<file path="src/rtl/blu_pkg.sv">
package blu_pkg;
    localparam int unsigned XLEN    = 32;
    localparam int unsigned RIDX_W  = 5;
    localparam int unsigned OPC_W   = 5;
    localparam int unsigned CC_W    = 3;

    localparam logic [OPC_W-1:0] OPC_BR  = 5'd8;
    localparam logic [OPC_W-1:0] OPC_BRL = 5'd9;

    typedef enum logic [1:0] {
        ST_IDLE    = 2'd0,
        ST_READ    = 2'd1,
        ST_RESOLVE = 2'd2
    } blu_state_t;

    typedef enum logic [CC_W-1:0] {
        CC_NEVER  = 3'd0,
        CC_ALWAYS = 3'd1,
        CC_ZERO   = 3'd2,
        CC_NZERO  = 3'd3,
        CC_PLUS   = 3'd4,
        CC_MINUS  = 3'd5
    } blu_cc_t;

    typedef struct packed {
        logic [OPC_W-1:0]  opc;
        logic [RIDX_W-1:0] dst;
        logic [RIDX_W-1:0] tgt;
        logic [RIDX_W-1:0] tst;
        logic [CC_W-1:0]   cc;
    } blu_fields_t;
endpackage

</file>
<file path="src/rtl/blu_decode.sv">
module blu_decode
    import blu_pkg::*;
#(
    parameter int unsigned IW = 32
) (
    input  logic [IW-1:0] word,
    output blu_fields_t   fld,
    output logic          is_br,
    output logic          is_link
);
    localparam int unsigned OPC_LSB = IW - OPC_W;
    localparam int unsigned DST_LSB = OPC_LSB - RIDX_W;
    localparam int unsigned TGT_LSB = DST_LSB - RIDX_W;
    localparam int unsigned TST_LSB = TGT_LSB - RIDX_W;

    always_comb begin
        fld.opc = word[OPC_LSB +: OPC_W];
        fld.dst = word[DST_LSB +: RIDX_W];
        fld.tgt = word[TGT_LSB +: RIDX_W];
        fld.tst = word[TST_LSB +: RIDX_W];
        fld.cc  = word[CC_W-1:0];
        is_link = (fld.opc == OPC_BRL);
        is_br   = (fld.opc == OPC_BR) || is_link;
    end
endmodule

</file>
<file path="src/rtl/blu_cond_eval.sv">
module blu_cond_eval
    import blu_pkg::*;
#(
    parameter int unsigned DW = 32
) (
    input  logic [CC_W-1:0] cc,
    input  logic [DW-1:0]   val,
    output logic            pass,
    output logic            bad_code
);
    logic zero_v;
    logic neg_v;

    always_comb begin
        zero_v   = (val == '0);
        neg_v    = val[DW-1];
        pass     = 1'b0;
        bad_code = 1'b0;
        unique case (cc)
            CC_NEVER:  pass = 1'b0;
            CC_ALWAYS: pass = 1'b1;
            CC_ZERO:   pass = zero_v;
            CC_NZERO:  pass = !zero_v;
            CC_PLUS:   pass = !neg_v;
            CC_MINUS:  pass = neg_v;
            default:   bad_code = 1'b1;
        endcase
    end
endmodule

</file>
<file path="src/rtl/branch_link_unit.sv">
module branch_link_unit
    import blu_pkg::*;
#(
    parameter int unsigned DW = XLEN,
    parameter int unsigned AW = RIDX_W
) (
    input  logic          clk,
    input  logic          rst_n,
    input  logic          start,
    input  logic [DW-1:0] instr,
    input  logic [DW-1:0] cur_pc,
    output logic [AW-1:0] rd_addr_tgt,
    output logic [AW-1:0] rd_addr_cond,
    input  logic [DW-1:0] rd_data_tgt,
    input  logic [DW-1:0] rd_data_cond,
    output logic          done,
    output logic          is_branch,
    output logic          taken,
    output logic          illegal_cond,
    output logic [DW-1:0] next_pc,
    output logic          link_we,
    output logic [AW-1:0] link_addr,
    output logic [DW-1:0] link_data
);
    blu_state_t  state_q, state_d;
    logic [DW-1:0] instr_q, pc_q, tgt_q, tst_q;
    blu_fields_t fld;
    logic        dec_br, dec_link, cc_pass, cc_bad;

    blu_decode #(.IW(DW)) u_dec (
        .word    (instr_q),
        .fld     (fld),
        .is_br   (dec_br),
        .is_link (dec_link)
    );

    blu_cond_eval #(.DW(DW)) u_cond (
        .cc       (fld.cc),
        .val      (tst_q),
        .pass     (cc_pass),
        .bad_code (cc_bad)
    );

    always_comb begin
        state_d = state_q;
        unique case (state_q)
            ST_IDLE:    if (start) state_d = ST_READ;
            ST_READ:    state_d = ST_RESOLVE;
            ST_RESOLVE: state_d = ST_IDLE;
            default:    state_d = ST_IDLE;
        endcase
    end

    always_ff @(posedge clk or negedge rst_n) begin
        if (!rst_n) begin
            state_q <= ST_IDLE;
            instr_q <= '0;
            pc_q    <= '0;
            tgt_q   <= '0;
            tst_q   <= '0;
        end else begin
            state_q <= state_d;
            if (state_q == ST_IDLE && start) begin
                instr_q <= instr;
                pc_q    <= cur_pc;
            end
            if (state_q == ST_READ) begin
                tgt_q <= rd_data_tgt;
                tst_q <= rd_data_cond;
            end
        end
    end

    always_comb begin
        rd_addr_tgt  = fld.tgt;
        rd_addr_cond = fld.tst;
        done         = 1'b0;
        is_branch    = 1'b0;
        taken        = 1'b0;
        illegal_cond = 1'b0;
        next_pc      = pc_q;
        link_we      = 1'b0;
        link_addr    = fld.dst;
        link_data    = pc_q;
        unique case (state_q)
            ST_RESOLVE: begin
                done         = 1'b1;
                is_branch    = dec_br;
                taken        = dec_br && cc_pass;
                illegal_cond = dec_br && cc_bad;
                next_pc      = (dec_br && cc_pass) ? tgt_q : pc_q;
                link_we      = dec_link;
            end
            default: ;
        endcase
    end
endmodule

</file>
<file path="config.mk">
export PLATFORM = sky130hd
export DESIGN_NAME = branch_link_unit
export DESIGN_NICKNAME = d
export VERILOG_FILES = /design/src/rtl/blu_pkg.sv /design/src/rtl/blu_decode.sv /design/src/rtl/blu_cond_eval.sv /design/src/rtl/branch_link_unit.sv
export SDC_FILE = /design/constraint.sdc
export NUM_CORES = 1
export LEC_CHECK = 0
export ABC_AREA = 1
export CAP_MARGIN = 10
export CORE_MARGIN = 10
export CORE_UTILIZATION = 32
export CTS_BUF_LIST = sky130_fd_sc_hd__clkbuf_2 sky130_fd_sc_hd__clkbuf_4 sky130_fd_sc_hd__clkbuf_8
export DETAILED_ROUTE_END_ITERATION = 8
export GPL_TIMING_DRIVEN = 0
export PLACE_DENSITY = 0.64
export SLEW_MARGIN = 5
export SYNTH_ARGS = -nofsm -noshare
export SYNTH_HDL_FRONTEND = slang
export SYNTH_SLANG_ARGS = --single-unit
</file>
<file path="constraint.sdc">
create_clock -name clk -period 2.1 [get_ports clk]
set_input_delay 0.63 -clock clk [delete_from_list [all_inputs] [get_ports clk]]
set_output_delay 0.63 -clock clk [all_outputs]
set_load 0.01 [all_outputs]
</file>
-- After elaboration in Yosys (flattened, before gate mapping)
Index checks and enable logic that the tools add are counted.
- equality and inequality tests: 10
- muxes and demuxes: 11
- reduce and logical (&&, ||, !) cells: 10
- operator list (kind ; count):
    32-bit 2-to-1 mux ; 2
    32-bit logical NOT ; 1
    5-bit by 4-bit equality test with 1-bit output (second input constant) ; 2
    3-bit by 2-bit equality test with 1-bit output (second input constant) ; 2
    3-bit equality test (second input constant) ; 2
    1-bit 2-to-1 mux ; 6
    6-bit OR reduction ; 1
    1-bit case mux with 5 select lines ; 1
    2-bit case mux with 2 select lines ; 1
    3-bit by 1-bit equality test with 1-bit output (second input constant) ; 1
    1-bit logical AND ; 3
    3-bit logical NOT ; 1
    2-bit by 1-bit equality test with 1-bit output (second input constant) ; 1
    2-bit equality test (second input constant) ; 1
    1-bit logical NOT ; 2
    2-bit logical NOT ; 1
    2-bit 2-to-1 mux ; 1
    2-bit != test (second input constant) ; 1
    1-bit logical OR ; 1
- register bits after elaboration: 130
- input port bits: 131
- output and inout bits: 84
- word-level logic and storage cells: 36

-- Logic depth before layout (Yosys ltp)
Gate-level depths: netlist of the first run.
- depth in word-level cells: 6
- depth in mapped cells: 11
- gate-level depth less buffers: 10

-- Modules after synthesis
Synthesis of the first run repeated with hierarchy kept, for this count alone.
- cells, all modules: 747
- area total of the unflattened synthesis: 6002.0 um2
- modules (own cells, without submodules) (module ; times used ; cells an instance ; area an instance (um2) ; sequential area each (um2)):
    branch_link_unit ; 1 ; 672 ; 5619.1 ; 3253.1
    blu_decode ; 1 ; 30 ; 203.9 ; 0.0
    blu_cond_eval ; 1 ; 45 ; 178.9 ; 0.0

-- Least setup slack after synthesis of the first run
OpenSTA, ideal clock, no wires.
- path kind: register to output
- start point: register instr_q[2]
- end point: output next_pc[10]
- data arrival time: 1.393 ns
- data required time: 1.470 ns
- setup slack: 0.077 ns
- stages on the path, launching flop included: 7
- buffers on the path: 1
- cells stage by stage: dfrtp_1 > ha_1 > inv_1 > nand2_1 > clkbuf_1 > nand4_1 > nand2_1
- cells in the longest elaborated chain, start to end: 5
- elaborated cells on any way between the ends: 9
- classes of those cells: eq/ne: 5; mux: 3; reduce/logical: 1
- RTL lines (what ; line ; text):
    start, declared ; branch_link_unit.sv:26 ; logic [DW-1:0] instr_q, pc_q, tgt_q, tst_q;
    start signal, assigned ; branch_link_unit.sv:64 ; instr_q <= instr;
    3-bit equality test (tied with other cells) ; blu_cond_eval.sv:19 ; unique case (cc)
    1-bit case mux with 5 select lines * ; blu_cond_eval.sv:19 ;
    1-bit logical AND * ; branch_link_unit.sv:91 ; next_pc = (dec_br && cc_pass) ? tgt_q : pc_q;
    32-bit 2-to-1 mux * ; branch_link_unit.sv:91 ;
    32-bit 2-to-1 mux * ; branch_link_unit.sv:85 ; unique case (state_q)
    end, declared ; branch_link_unit.sv:20 ; output logic [DW-1:0] next_pc,
Every way passes the cells marked *; elsewhere a longest branch is shown, timed or not.

-- Worst setup path in the final report of the first run
- start point: register tst_q[9]
- end point: output next_pc[12]
- cells in the longest elaborated chain, start to end: 6
- RTL lines (what ; line ; text):
    start, declared ; branch_link_unit.sv:26 ;
    start signal, assigned ; branch_link_unit.sv:69 ; tst_q <= rd_data_cond;
    32-bit logical NOT * ; blu_cond_eval.sv:15 ; zero_v = (val == '0);
    1-bit logical NOT ; blu_cond_eval.sv:23 ; CC_NZERO: pass = !zero_v;
    1-bit case mux with 5 select lines * ; blu_cond_eval.sv:19 ;
    1-bit logical AND * ; branch_link_unit.sv:91 ;
    32-bit 2-to-1 mux * ; branch_link_unit.sv:91 ;
    32-bit 2-to-1 mux * ; branch_link_unit.sv:85 ;
Marked as above.

==> results of run 1 <==
-- cells in the final DEF, fill, tap and decap left out, drive strengths merged, types with 2 or more instances in the layout --
master / instances
dlygate4sd2: 6
nand2: 430
nor2: 26
clkbuf: 51
nand4: 33
inv: 9
clkdlybuf4s50: 144
buf: 78
bufinv: 2
clkinv: 6
dfrtp: 121
nor3: 2
dlymetal6s2s: 18
clkinvlp: 2
o21ai: 6
-- worst paths after layout --
path | startpoint | endpoint | slack (ns) | depth (start not counted)
worst max register to register | state_q[1]$_DFFE_PN0P_ | tgt_q[1]$_DFFE_PN0N_ | 0.24 | 7
min in group clk | instr_q[16]$_DFFE_PN0P_ | instr_q[16]$_DFFE_PN0P_ | 0.48 | 2
worst max-delay path | tst_q[9]$_DFFE_PN0N_ | next_pc[12] | -0.72 | 12
max in group asynchronous | rst_n | link_data[25]$_DFFE_PN0P_ | 1.24 | 2
worst min register to register | instr_q[16]$_DFFE_PN0P_ | instr_q[16]$_DFFE_PN0P_ | 0.48 | 2
worst min-delay path | rst_n | tst_q[6]$_DFFE_PN0N_ | 0.11 | 1
-- power breakdown --
part | internal (mW) | switching, mW | total [mW]
Clock | 1.17 | 0.916 | 2.09
Sequential | 2.98 | 0.449 | 3.43
Combinational | 1.47 | 1.49 | 2.97
-- logic make-up (layout without fill, tap and decap cells) --
kind of cell,count (synthesis),in the layout,share of synthesized area [%]
flip-flops,121,121,56.6
AND/OR/NAND/NOR,493,493,36.6
adder cells (fa/ha/maj),1,1,0.234
buffers and inverters,63,316,5.98
AO/OA/AOI/OAI,7,7,0.654
-- layer usage --
metal | track usage [%] | share of wire, % | vias to the layer above
met4 | 5.79 | 1.8 | 0
met5 | 0 | 0 | -
met1 | 20.2 | 44 | 2427
li1 | - | - | 2580
met3 | 6.07 | 7.1 | 17
met2 | 25.5 | 47 | 152
-- sequential cells by signal, indices dropped and copies added, names as in the netlist --
| register | cells |
|---|---|
| instr_q | 23 |
| tst_q | 32 |
| link_data | 32 |
| state_q | 2 |
| tgt_q | 32 |
-- critical path: cells and delay by family, from the launching register on --
family | cells | cell delay (ns)
DFF | 1 | 0.38
buffers and inverters | 3 | 0.39
AOI/OAI and AO/OA | 1 | 0.17
and+or+nand+nor | 8 | 0.81
-- cell type report --
class                   count  area (um^2)
plain buffers              51          318
clock buffers              23          298
clock inverters             8         95.1
fillers                  1590         7880
inverters                  11         56.3
multi-input cells         501         2220
flip-flops and latches    121         3030
well taps                 220          275
repair buffers            223         2300
-- metrics by stage --
step	cell area (um^2)	instances	util, %
global placement	7680	1110	46.6
CTS	8300	1154	50.4
finish	8590	1158	52.2
global route	8590	1158	52.2
floorplan	5350	685	-
detailed placement	7710	1111	46.8
-- timing repair --
action,CTS,global route
endpoints found under the setup margin,41,48
buffers inserted,12,4
pin swaps,13,6
gates resized for setup,224,77
gates cloned,2,1
==> flow_summary_export.csv, run 1 <==
group,metric,value,unit
finish,fin_nets,1058,
synth,synth_top_area_cell,"dfrtp_1",
drt,vias,5176,
worst_setup_path,critPathArrivalTime,2.19,ns
worst_setup_path,crit_chain,"nor2_1, nand2_1, nor2_2, nand2_2, o21ai_2, nand4_4, nand3_4, buf_12, buf_8, nand2_1, nand2_1, buf_2",
worst_setup_path,required,1.47,ns
sta,rsz0062_at_grt,"true",
drt,wl,18500,um
sta,min_period,2.82,ns
floorplanning,initial_utilization,32.5,%
power_and_ir_drop,ir_drop,0.394,mV
sta,skew,0.0115,ns
sta,period_share,134,%
drt,drc_errors,0,
run_status,violations,"negative setup slack",
run,maxCapViolCount,0,
synth,seq_area_frac_synth,56.6,%
synth,synth_area_per_cell,7.82,um^2
global_routing,grtUsageTotal,16.3,%
cts,cts-buffers-inserted,17,
hold_path,min_path_type,"in -> async",
floorplanning,die-area,22300,um^2
power_and_ir_drop,p_leak,4.49,nW
synth,yosysWarnings,0,
global_routing,grt_pass1_wl,28400,um
power_and_ir_drop,p_total,8.48,mW
synth,yosysTopAreaCellShare,56.6,%
floorplanning,core,16500,um^2
synth,synthCells,685,
synth,synthArstFlopShare,100,%
placed_design,portBuffers,205,
sta,slew_headroom,57.7,%
cts,hold_buffers,0,
synth,ys.flop_type,"dfrtp_1",
global_routing,grt-ovfl-total,0,
drt,antenna_left,0,
synth,synth.area.top_cells,"dfrtp_1 57%, nand2_1 30%, nand4_1 3.7%",
global_routing,grt_pass1_vias,5301,
global_routing,grt_max_degree,79,
drt,wl_per_cell,15.9,um
cts,clkTransAtPathRegs,0.07,ns
run_status,outcome,"finished, violations left",
worst_setup_path,cp_slowest_cell,"dfrtp_1",
drt,drt_iter0_markers,183,
synth,synth_common_cells,"430 x nand2_1, 121 x dfrtp_1, 32 x nand4_1, 27 x clkbuf_1, 26 x nor2_1",
synth,syn_area,5350,um^2
placed_design,hpwl,13300,um
worst_setup_path,path_max_fanout,10,
global_routing,antenna_found_initial,0,
finish,n_antenna_cell,0,
sta,timing.fmax,355,MHz
sta,setup_slack,-0.717,ns
finish,syn_to_final_growth,60.5,%
sta,slew_violations,0,
cts,ctsLongestPathBuffers,2,
sta,finalHoldViolations,0,
synth,synth_cell_types,19,
drt,vias_per_cell,4.47,
cts,clk_latency,0.44,ns
worst_setup_path,start_kind,"flop",
synth,synth_edf_count,0,
synth,syn_nets,817,
cts,cts_root_buf,"clkbuf_8",
placed_design,pre_cts_slack,-0.945,ns
sta,fin_tns_setup,-23.32,ns
cts,htreeDepth,4,
placed_design,finalWeightedCongestion,0.828,
sta,worstMarginPinSlew,0.635,ns
drt,dr.pass1.iters,5,
floorplanning,dieWidth,149,um
finish,drive_above_1_share,18.0,%
cts,cts_tree,"done",
synth,synth_most_common_cell,"nand2_1",
worst_setup_path,slowest_delay,0.38,ns
worst_setup_path,path_common_cell,"nand2_1",
floorplanning,io-pin-count,215,
sta,whs,0.112,ns
floorplanning,die_y,149,um
cts,cts_sinks,121,
synth,synth_seq_cells,121,
worst_setup_path,worstSetupEndpointType,"output port",
worst_setup_path,crit_type,"reg -> out",
floorplanning,rows,47,
sta,setup_viol,36,
power_and_ir_drop,powerDensity,987,nW/um^2
Power figures use the tool's default switching activity.
==> inputs of run 2 (changes only) <==
--- a/config.mk
+++ b/config.mk
@@ -9,7 +9,7 @@
 export CAP_MARGIN = 10
 export CORE_MARGIN = 10
 export CORE_UTILIZATION = 32
-export CTS_BUF_LIST = sky130_fd_sc_hd__clkbuf_2 sky130_fd_sc_hd__clkbuf_4 sky130_fd_sc_hd__clkbuf_8
+export CTS_BUF_LIST = sky130_fd_sc_hd__clkbuf_16
 export DETAILED_ROUTE_END_ITERATION = 8
 export GPL_TIMING_DRIVEN = 0
 export PLACE_DENSITY = 0.64
==> run 2 against run 1 <==
  * The run still ends with negative setup slack left
  * Cell area decreased by 0.86%
  * Power increased by 6.2%
  * Register-to-register slack about the same
  * Largest cell class unchanged
  * Largest power group unchanged
==> flow_summary_export.csv, run 2 (synthesized netlist as in run 1, its figures left out) <==
group,metric,value,unit
floorplanning,initial_utilization,32.5,%
power_and_ir_drop,ir_drop,0.535,mV
cts,cts_root_buf,"clkbuf_16",
sta,setup_slack,-0.696,ns
global_routing,grtUsageTotal,16.3,%
finish,layout_common_cells,"404 x nand2_1, 164 x clkdlybuf4s50_1, 120 x dfrtp_1, 32 x nand4_1, 29 x buf_6",
finish,n_antenna_cell,0,
drt,vias_per_cell,4.47,
global_routing,grt_pass1_vias,5330,
drt,vias,5142,
run_status,outcome,"finished, violations left",
cts,cts_sinks,121,
power_and_ir_drop,swShare,32.4,%
sta,skew,0.00730,ns
sta,finalHoldViolations,0,
sta,worstMarginPinSlew,0.641,ns
floorplanning,die-area,22300,um^2
worst_setup_path,path_max_fanout,4,
cts,clk_latency,0.41,ns
power_and_ir_drop,p_leak,4.31,nW
worst_setup_path,reg2reg_from,"state_q[1]$_DFFE_PN0P_",
worst_setup_path,worstSetupEndpointType,"output port",
finish,syn_to_final_growth,59.1,%
worst_setup_path,required,1.47,ns
worst_setup_path,path_common_cell,"nand2_1",
global_routing,grt_pass1_wl,28500,um
run_status,violations,"negative setup slack",
cts,clkTransAtPathRegs,0.06,ns
floorplanning,core,16500,um^2
worst_setup_path,cp_slowest_cell,"dfrtp_1",
worst_setup_path,startpoint,"tst_q[22]$_DFFE_PN0N_",
power_and_ir_drop,combPwrFrac,32.0,%
sta,timing.fmax,358,MHz
worst_setup_path,slowest_delay,0.39,ns
floorplanning,io-pin-count,215,
worst_setup_path,crit_chain,"nor2_1, nand2_1, nor2_2, nand2_2, nor2_1, nand2_1, nand4_4, nand3_4, buf_12, buf_4, nand2_1, nand2_1, buf_6",
worst_setup_path,crit_type,"reg -> out",
drt,drt_iter0_markers,194,
power_and_ir_drop,clkPwrFrac,30.2,%
hold_path,min_path_type,"in -> async",
global_routing,antenna_found_initial,0,
cts,cts-buffers-inserted,17,
placed_design,hpwl,13300,um
drt,antenna_left,0,
cts,cts_tree,"done",
worst_setup_path,start_kind,"flop",
sta,min_period,2.80,ns
drt,dr.pass1.iters,4,
drt,drc_errors,0,
finish,finish.utilization,51.7,%
drt,wl,18300,um
finish,drive_above_1_share,14.9,%
cts,hold_buffers,0,
finish,mostFrequentLayoutCell,"nand2_1",
sta,rsz0062_at_grt,"true",
power_and_ir_drop,p_switching,2.91,mW
power_and_ir_drop,powerDensity,1060,nW/um^2
floorplanning,dieWidth,149,um
sta,slew_violations,0,
placed_design,pre_cts_slack,-0.945,ns
drt,wl_per_cell,15.9,um
power_and_ir_drop,p_seq_share,37.8,%
sta,fin_tns_setup,-21.69,ns
global_routing,grt_max_degree,79,
run,maxCapViolCount,0,
sta,whs,0.146,ns
finish,fin_nets,1051,
floorplanning,die_y,149,um
placed_design,portBuffers,205,
floorplanning,rows,47,
sta,slew_headroom,57.3,%
cts,ctsLongestPathBuffers,2,
global_routing,grt-ovfl-total,0,
sta,setup_viol,36,
cts,htreeDepth,4,
placed_design,finalWeightedCongestion,0.828,
power_and_ir_drop,p_total,9.01,mW
worst_setup_path,critPathArrivalTime,2.17,ns
sta,period_share,133,%
power_and_ir_drop,p_int,6.09,mW
==> run 2: cell type report <==
class | count | area [um^2]
Buffer | 51 | 304
Clock buffer | 17 | 425
Clock inverter | 14 | 118
Fill cell | 1604 | 7950
Inverter | 11 | 56.3
Multi-Input combinational cell | 501 | 2130
Sequential cell | 121 | 3030
Tap cell | 220 | 275
Timing Repair Buffer | 216 | 2170
==> run 2: stage by stage <==
stage	instances	area (um^2)
after detailed placement	1111	7710
after global routing	1151	8520
after CTS	1152	8440
after floorplan	685	5350
after global placement	1110	7680
final	1151	8520
==> run 2: worst paths after layout <==
kind	end	slack (ns)	cells past startpoint
worst max-delay path	next_pc[31]	-0.70	13
worst min-delay path	tst_q[6]$_DFFE_PN0N_	0.15	1
worst max register to register	tgt_q[1]$_DFFE_PN0N_	0.24	7
worst min register to register	tst_q[13]$_DFFE_PN0N_	0.48	2
max in group asynchronous	tgt_q[31]$_DFFE_PN0N_	1.21	2
min in group clk	tst_q[13]$_DFFE_PN0N_	0.48	2
==> run 2: timing repair <==
| action | CTS | global route |
|---|---|---|
| gates resized for setup | 222 | 29 |
| pin swaps | 12 | 8 |
| endpoints found under the setup margin | 37 | 39 |
| hold endpoints to repair | 0 | 0 |
| cloned | 2 | 0 |
| setup buffers | 10 | 1 |
==> run 2: routing by layer <==
| layer | vias up | part of all wire [%] | global-route usage [%] |
|---|---|---|---|
| met5 | - | 0 | 0 |
| met4 | 0 | 2.3 | 6.67 |
| met3 | 23 | 7.3 | 5.55 |
| met2 | 170 | 46 | 25.7 |
| met1 | 2375 | 44 | 20.0 |
| li1 | 2574 | - | - |
==> run 2: critical path, delay by kind of cell, from the launching register on <==
family                 cells  cell delay, ns
DFF                        1            0.39
buffers and inverters      3            0.42
and+or+nand+nor           10            0.95
==> run 2: power groups by stage <==
stage          Combinational (mW)  Sequential (mW)  Clock (mW)
6_report                     2.88             3.41        2.72
3_3_place_gp                 2.77             3.40           0
3_5_place_dp                 2.81             3.41           0
4_1_cts                      2.87             3.40        2.77
2_1_floorplan                1.32             3.39           0
5_1_grt                      3.20             3.49        2.89
==> inputs of run 3 (changes only) <==
--- a/config.mk
+++ b/config.mk
@@ -13,6 +13,7 @@
 export DETAILED_ROUTE_END_ITERATION = 8
 export GPL_TIMING_DRIVEN = 0
 export PLACE_DENSITY = 0.64
+export SKIP_LAST_GASP = 1
 export SLEW_MARGIN = 5
 export SYNTH_ARGS = -nofsm -noshare
 export SYNTH_HDL_FRONTEND = slang
==> run 3 against run 2 <==
  * Clock power is essentially flat
  * First-iteration DRC count shrank 3.1%
  * Routed wire length shrank 0.14%
  * Highest routed layer unchanged
  * Clock-buffer cell count is the same
  * The run still ends with negative setup slack left
  * Die area is the same
==> flow_summary_export.csv, run 3 (synthesized netlist as in run 1, its figures left out) <==
group,metric,value,unit
worst_setup_path,required,1.47,ns
run,maxCapViolCount,0,
power_and_ir_drop,p_leak,4.30,nW
global_routing,grt_pass1_wl,28400,um
floorplanning,die-area,22300,um^2
drt,drt_iter0_markers,188,
run_status,outcome,"finished, violations left",
sta,slew_headroom,57.3,%
worst_setup_path,slowest_delay,0.39,ns
drt,vias_per_cell,4.47,
cts,cts-buffers-inserted,17,
finish,n_antenna_cell,0,
floorplanning,initial_utilization,32.5,%
worst_setup_path,critPathArrivalTime,2.17,ns
sta,period_share,133,%
drt,antenna_left,0,
sta,setup_slack,-0.700,ns
global_routing,grtUsageTotal,16.3,%
power_and_ir_drop,ir_drop,0.534,mV
floorplanning,dieWidth,149,um
cts,cts_root_buf,"clkbuf_16",
power_and_ir_drop,powerDensity,1060,nW/um^2
drt,drc_errors,0,
worst_setup_path,path_common_cell,"nand2_1",
worst_setup_path,start_kind,"flop",
sta,worstMarginPinSlew,0.641,ns
placed_design,finalWeightedCongestion,0.828,
global_routing,grt-ovfl-total,0,
worst_setup_path,crit_buf_inv,3,
drt,vias,5149,
hold_path,min_path_type,"in -> async",
global_routing,grt_max_degree,79,
cts,cts_sinks,121,
finish,fin_nets,1051,
cts,clkTransAtPathRegs,0.06,ns
finish,syn_to_final_growth,59.0,%
worst_setup_path,crit_family,"simple AND/OR/NAND/NOR gates",
placed_design,placed_cell_area,7710,um^2
finish,fin_area,8510,um^2
worst_setup_path,worstSetupEndpointType,"output port",
sta,finalHoldViolations,0,
finish,mostFrequentLayoutCell,"nand2_1",
placed_design,portBuffers,205,
run_status,violations,"negative setup slack",
sta,min_period,2.80,ns
cts,ctsLongestPathBuffers,2,
drt,wl_per_cell,15.8,um
cts,clk_latency,0.41,ns
sta,slew_violations,0,
floorplanning,core,16500,um^2
worst_setup_path,cp_slowest_cell,"dfrtp_1",
finish,finish.utilization,51.7,%
sta,rsz0062_at_grt,"true",
placed_design,place_inst,1111,
drt,wl,18200,um
finish,drive_above_1_share,14.9,%
worst_setup_path,crit_type,"reg -> out",
cts,htreeDepth,4,
worst_setup_path,crit_chain,"nor2_1, nand2_1, nor2_2, nand2_2, nor2_1, nand2_1, nand4_4, nand3_4, buf_12, buf_8, nand2_1, nand2_1, buf_4",
sta,timing.fmax,357,MHz
power_and_ir_drop,p_total,9.00,mW
sta,setup_viol,36,
finish,layout_common_cells,"404 x nand2_1, 165 x clkdlybuf4s50_1, 120 x dfrtp_1, 32 x nand4_1, 28 x buf_6",
global_routing,grt_pass1_vias,5327,
finish,fin_cells,1151,
cts,hold_buffers,0,
sta,skew,0.00732,ns
worst_setup_path,path_max_fanout,10,
placed_design,hpwl,13300,um
cts,cts_tree,"done",
drt,dr.pass1.iters,4,
floorplanning,die_y,149,um
floorplanning,io-pin-count,215,
floorplanning,rows,47,
global_routing,antenna_found_initial,0,
[run 3: timing repair]
item	4_1_cts	5_1_grt
hold endpoints to repair	0	0
setup buffers	10	1
pin swaps	12	8
gates cloned	2	0
endpoints found under the setup margin	37	39
resized for setup	219	30
[run 3: worst paths after layout]
| check | startpoint | endpoint | slack (ns) | cells past startpoint |
|---|---|---|---|---|
| max | tst_q[22]$_DFFE_PN0N_ | next_pc[13] | -0.70 | 13 |
| min | rst_n | tst_q[6]$_DFFE_PN0N_ | 0.15 | 1 |
| max reg2reg | state_q[1]$_DFFE_PN0P_ | tgt_q[1]$_DFFE_PN0N_ | 0.24 | 7 |
| min reg2reg | tst_q[13]$_DFFE_PN0N_ | tst_q[13]$_DFFE_PN0N_ | 0.48 | 2 |
| max in group asynchronous | rst_n | instr_q[15]$_DFFE_PN0P_ | 1.22 | 2 |
| min in group clk | tst_q[13]$_DFFE_PN0N_ | tst_q[13]$_DFFE_PN0N_ | 0.48 | 2 |
[run 3: layer usage]
layer	routed length [um]	GRT usage, %
met1	7900	20.0
met5	0	0
met3	1520	5.55
met2	8390	25.7
met4	425	6.67
[run 3: worst reg2reg max path, delay by kind of cell, from the launching register on]
kind | cells | cell delay [ns]
buf+inv | 4 | 1.06
simple gates | 3 | 0.38
flops | 1 | 0.37
[run 3: cell type report]
class	count	area, um^2
inverters	11	56.3
clock buffers	17	425
flip-flops and latches	121	3030
well taps	220	275
multi-input cells	501	2130
fillers	1605	7960
plain buffers	51	304
repair buffers	216	2170
clock inverters	14	118
[run 3: per-stage QoR]
step | setup WS (ns) | TNS (ns) | hold WS (ns)
2_1_floorplan | 0.0771 | 0 | 0.334
3_3_place_gp | -4.65 | -594.38 | 0.463
3_5_place_dp | -0.945 | -32.46 | 0.466
4_1_cts | -0.773 | -24.61 | 0.148
5_1_grt | -0.868 | -27.38 | 0.166
6_report | -0.700 | -21.65 | 0.146
[run 3: power by group]
part | internal [mW] | switching, mW
Sequential | 2.98 | 0.428
Combinational | 1.41 | 1.47
Clock | 1.70 | 1.01
